===== config.mk =====
export PLATFORM = sky130hd
export DESIGN_NAME = burst_col_seq
export DESIGN_NICKNAME = d
export VERILOG_FILES = /design/src/rtl/burst_col_seq.sv
export SDC_FILE = /design/constraint.sdc
export NUM_CORES = 1
export LEC_CHECK = 0
export ABC_CLOCK_PERIOD_IN_PS = 2100
export BUFFER_PORTS_ARGS = -buffer_cell sky130_fd_sc_hd__buf_2
export CAP_MARGIN = 10
export CORE_UTILIZATION = 54
export DETAILED_ROUTE_END_ITERATION = 7
export GPL_TIMING_DRIVEN = 1
export PLACE_DENSITY = 0.78
export SLEW_MARGIN = 20
export SYNTH_ARGS = -nofsm -noshare
export SYNTH_HDL_FRONTEND = slang
export SYNTH_SLANG_ARGS = --single-unit

===== constraint.sdc =====
create_clock -name clk -period 2.1 [get_ports clk]
set_clock_uncertainty 0.05 [all_clocks]
set_input_delay 0.21 -clock clk [delete_from_list [all_inputs] [get_ports clk]]
set_output_delay 0.21 -clock clk [all_outputs]
set_load 0.02 [all_outputs]

===== src/rtl/burst_col_seq.sv =====
module burst_col_seq #(
  parameter int COL_W = 8
) (
  input  logic             clk,
  input  logic             rst_n,
  input  logic             start,
  input  logic [COL_W-1:0] start_col,
  input  logic [2:0]       len_code,
  input  logic             ilv_mode,
  input  logic             is_write,
  input  logic             single_wr,
  input  logic             stop,
  output logic [COL_W-1:0] col,
  output logic             valid,
  output logic             first,
  output logic             last
);
  logic             busy, first_r, full_r, ilv_r;
  logic [COL_W-1:0] base, k, mask_r, len_mask;
  logic             fp, one_wr, accept;

  assign fp     = (len_code == 3'd7);
  assign one_wr = is_write && single_wr;
  assign accept = start && !busy;

  always_comb begin
    case (len_code)
      3'd1:    len_mask = COL_W'(1);
      3'd2:    len_mask = COL_W'(3);
      3'd3:    len_mask = COL_W'(7);
      3'd7:    len_mask = '1;
      default: len_mask = '0;
    endcase
  end

  always_ff @(posedge clk) begin
    if (!rst_n) begin
      busy    <= 1'b0;
      first_r <= 1'b0;
      full_r  <= 1'b0;
      ilv_r   <= 1'b0;
      base    <= '0;
      k       <= '0;
      mask_r  <= '0;
    end else if (accept) begin
      busy    <= 1'b1;
      first_r <= 1'b1;
      full_r  <= fp && !one_wr;
      ilv_r   <= ilv_mode && !fp;
      base    <= start_col;
      k       <= '0;
      mask_r  <= one_wr ? '0 : len_mask;
    end else if (busy) begin
      first_r <= 1'b0;
      if (last || (full_r && stop)) busy <= 1'b0;
      else k <= k + 1'b1;
    end
  end

  assign col   = (base & ~mask_r) | ((ilv_r ? (base ^ k) : (base + k)) & mask_r);
  assign valid = busy;
  assign first = busy && first_r;
  assign last  = busy && !full_r && (k == mask_r);

  a_r1_idle_after_reset: assert property (@(posedge clk)
    $rose(rst_n) |-> !valid && !first && !last);
  a_r2_start_loads: assert property (@(posedge clk) disable iff (!rst_n)
    (start && !valid) |=> valid && first && col == $past(start_col));
  a_r2_first_once: assert property (@(posedge clk) disable iff (!rst_n)
    (valid && $past(valid)) |-> !first);
  a_r8_last_ends: assert property (@(posedge clk) disable iff (!rst_n)
    last |=> !valid);
  a_r7_stop_ends: assert property (@(posedge clk) disable iff (!rst_n)
    (valid && full_r && stop) |=> !valid);
  a_r4_upper_held: assert property (@(posedge clk) disable iff (!rst_n)
    (valid && !first) |-> ((col & ~mask_r) == ($past(col) & ~mask_r)));
  a_r4_seq_step: assert property (@(posedge clk) disable iff (!rst_n)
    (valid && !first && !ilv_r) |-> ((col & mask_r) == (($past(col) + 1'b1) & mask_r)));
  a_r10_ignore_busy_start: assert property (@(posedge clk) disable iff (!rst_n)
    (start && valid && !last) |=> valid && !first);
endmodule


==> run_results.csv <==
group,metric,value,unit
status,run_status,"finished with violations",
status,violations,"setup timing",
floorplanning,rows,18,
global_route,grt_max_degree,16,
setup_path,end_kind,"output port",
cts,clock-sinks,24,
floorplanning,core,0.002545,mm²
sta,fmax,0.4206,GHz
floorplanning,pin_count,29,
worst_hold_path,min_path_type,"primary input to flop",
global_route,gr-usage-all-layers,0.3020,
cts,cts_tree,"done",
logic_synthesis,yosys_warnings,0,
placement,placed_area,0.001802,mm²
drt,via_per_inst,5.881,
logic_synthesis,synthArstFlopShare,0,
drt,highest_layer,"met4",
cts,htree_levels,1,
sta,worst_pin_slew,0.3603,ns
cts,cts-root-buf,"clkbuf_4",
sta,final-hold-violation-count,0,
placement,hpwl,2746,µm
power,p_int,666.7,µW
floorplanning,dieHeight,54.67,µm
logic_synthesis,ys.flop_type,"dfxtp_1",
floorplanning,chipWidth,54.67,µm
finish,drive_gt1_frac,0.3792,
power,ir_worst_vdd,0.0004690,V
logic_synthesis,synth_top_area_frac,0.3208,
finish,final_area,0.002063,mm²
drt,drc_errors,0,
sta,setup_tns,-1.180,ns
finish,layout.nets,269,
setup_path,crit_end,"col[5]",
drt,routed-wl-met2,2130,µm
setup_path,reg2reg_to,"k[6]$_SDFFE_PP0P_",
cts,insertion_delay,0.34,ns
setup_path,crit_path_start_kind,"flop",
sta,fin_ws,-0.2778,ns
cts,cts_max_path_buffers,2,
drt,drt_pass1_iterations,6,
finish,antennaDiodeCount,0,
power,p_seq_frac,0.513,
sta,period_share,1.132,
worst_hold_path,min_from,"start_col[0]",
sta,fin_crit,2.378,ns
setup_path,r2r_setup_slack,0.01,ns
cts,path_clk_slew,0.14,ns
logic_synthesis,synth_area_leader_cell,"dfxtp_1",
logic_synthesis,synth.avg_cell_area,7.966,µm²
logic_synthesis,synth.area.top_cells,"dfxtp_1 (32%), nand2_1 (8.3%), ha_1 (6.7%)",
placement,port_buffers,28,
finish,num-fill-cells,166,
logic_synthesis,synthesis.nets,215,
floorplanning,initial_core_util,0.5885,
global_route,grt_pass1_wl,6230,µm
drt,wl_per_cell,15.46,µm
sta,setup_viol,6,
sta,slew_headroom,0.7598,
setup_path,crit_start,"k[1]$_SDFFE_PP0P_",
global_route,overflow,0,
power,p_leak,0.0008486,µW
setup_path,reg2regPathDepth,7,
global_route,grt_pass1_vias,1443,
cts,cts-buffers-inserted,3,
setup_path,timing.rr.start,"k[6]$_SDFFE_PP0P_",
drt,vias,1588,
logic_synthesis,synth_area,0.001498,mm²
floorplanning,die_area,0.002988,mm²
sta,slew_violations,0,
drt,wl_met3,231,µm
placement,place_congestion,0.8081,
logic_synthesis,synth-edff-count,0,
finish,area_growth,37.76,%
setup_path,cp.required,1.84,ns
global_route,antenna_found_initial,0,
drt,drtAntennaViolNets,0,
drt,drt_iter0_drc,45,
logic_synthesis,ys_ff_latch,24,
power,powerDensity,472.2,mW/mm²
setup_path,crit_arrival,2.12,ns
logic_synthesis,syn_inst,188,
power,pwr-share-comb,0.265,
power,p_sw,307.6,µW
drt,met1_length,1663,µm
logic_synthesis,yosysUniqueCellTypes,38,
run,drv_cap,0,
logic_synthesis,yosysSeqAreaShare,0.3208,
logic_synthesis,ys_top_cells_by_count,"nand2_1 (33), dfxtp_1 (24), a21oi_1 (12)",
power,switching_share,0.3157,
setup_path,crit_type,"flop to output port",
drt,drt_wl_total,4173,µm
setup_path,crit_fanout,2,
logic_synthesis,post-synth-top-count-cell,"nand2_1",
sta,rsz0062_at_grt,"true",
power,clockPowerShare,0.221,
## layout by cell type (no fill, tap or decap), drive strengths merged, types with 2 or more instances in the layout
master and n:
xor2 2, nor2b 4, nor3 4, and3 2, o21ai 11, nand4 3, mux2 2, buf 55
nand3b 2, xnor2 8, nand3 10, a311oi 2, a32o 2, or3 5, and2 3, a21oi 12
inv 5, a21boi 11, dfxtp 24, nand2 33, mux2i 2, ha 8, nor2 11, nor3b 2
clkbuf 3, nand2b 4
## kinds of logic (layout without fill, tap and decap cells)
kind of cell	Yosys count	in the layout	share of synthesized area
AOI/OAI and AO/OA	44	44	0.1980
xor gates and xnor gates	10	10	0.05848
adders and majority gates	9	9	0.08020
buffers and inverters	11	63	0.02840
DFF	24	24	0.3208
muxes	4	4	0.02840
and+or+nand+nor	86	86	0.2857
## state kept, by name (all words and copies together), names as in the netlist
signal	flops
first_r	1
mask_r	4
full_r	1
ilv_r	1
base	8
valid	1
k	8
## worst min-delay path by stage
stage,endpoint,slack [ns],cells after the start
final,base[0]$_SDFFE_PN0P_,0.04,3
after global routing,base[2]$_SDFFE_PN0P_,0.05,3
after CTS,base[2]$_SDFFE_PN0P_,0.06,3
after detailed placement,full_r$_SDFFE_PN0P_,0.40,2
after global placement,full_r$_SDFFE_PN0P_,0.40,2
after floorplan,base[0]$_SDFFE_PN0P_,0.30,2
## power groups by stage
stage	registers, µW	logic [µW]	clock network, µW
after floorplan	502	129	0
after global placement	504	203	0
after detailed placement	505	211	0
after CTS	498	227	210
after global routing	504	281	240
final	500	258	216
## metrics by stage
| step | std cells | util | total power, µW | hold slack (ns) | setup WS, ns |
|---|---|---|---|---|---|
| 2_1_floorplan | 188 | - | 631.6 | 0.3049 | 0.01494 |
| 3_3_place_gp | 259 | 0.7080 | 707.0 | 0.3981 | -0.03446 |
| 3_5_place_dp | 259 | 0.7080 | 716.0 | 0.4012 | -0.1371 |
| 4_1_cts | 268 | 0.7675 | 935.4 | 0.05938 | -0.3975 |
| 5_1_grt | 270 | 0.8107 | 1025 | 0.04508 | -0.3878 |
| 6_report | 270 | 0.8107 | 974.2 | 0.04358 | -0.2778 |
## metal layers
metal  track usage  vias to the layer above
li1              -                      765
met1        0.3227                      738
met2        0.5442                       67
met3       0.06667                       18
met4        0.1581                        0
met5             0                        -
## timing repair
action,in CTS,in global routing
hold buffers,0,0
setup buffers,6,2
endpoints found under the setup margin,8,14
gates resized for setup,24,23
pin swaps,15,7
## critical path: stages (launching register included)
cell and delay (ns):
dfxtp_2 0.36, ha_4 0.25, a211oi_4 0.23, buf_4 0.14, buf_4 0.09, nor2_1 0.05, a31oi_1 0.17, xnor2_1 0.10
mux2_4 0.26, buf_6 0.13
## cell type report
type	instances	area [µm²]	area share
clock buffer	3	22.52	0.01092
tap	30	37.54	0.01819
timing repair buffer	55	377.9	0.1831
inverter	5	21.27	0.01031
sequential	24	490.5	0.2377
multi-input combinational	153	1114	0.5397
Power figures use the tool's default switching activity.
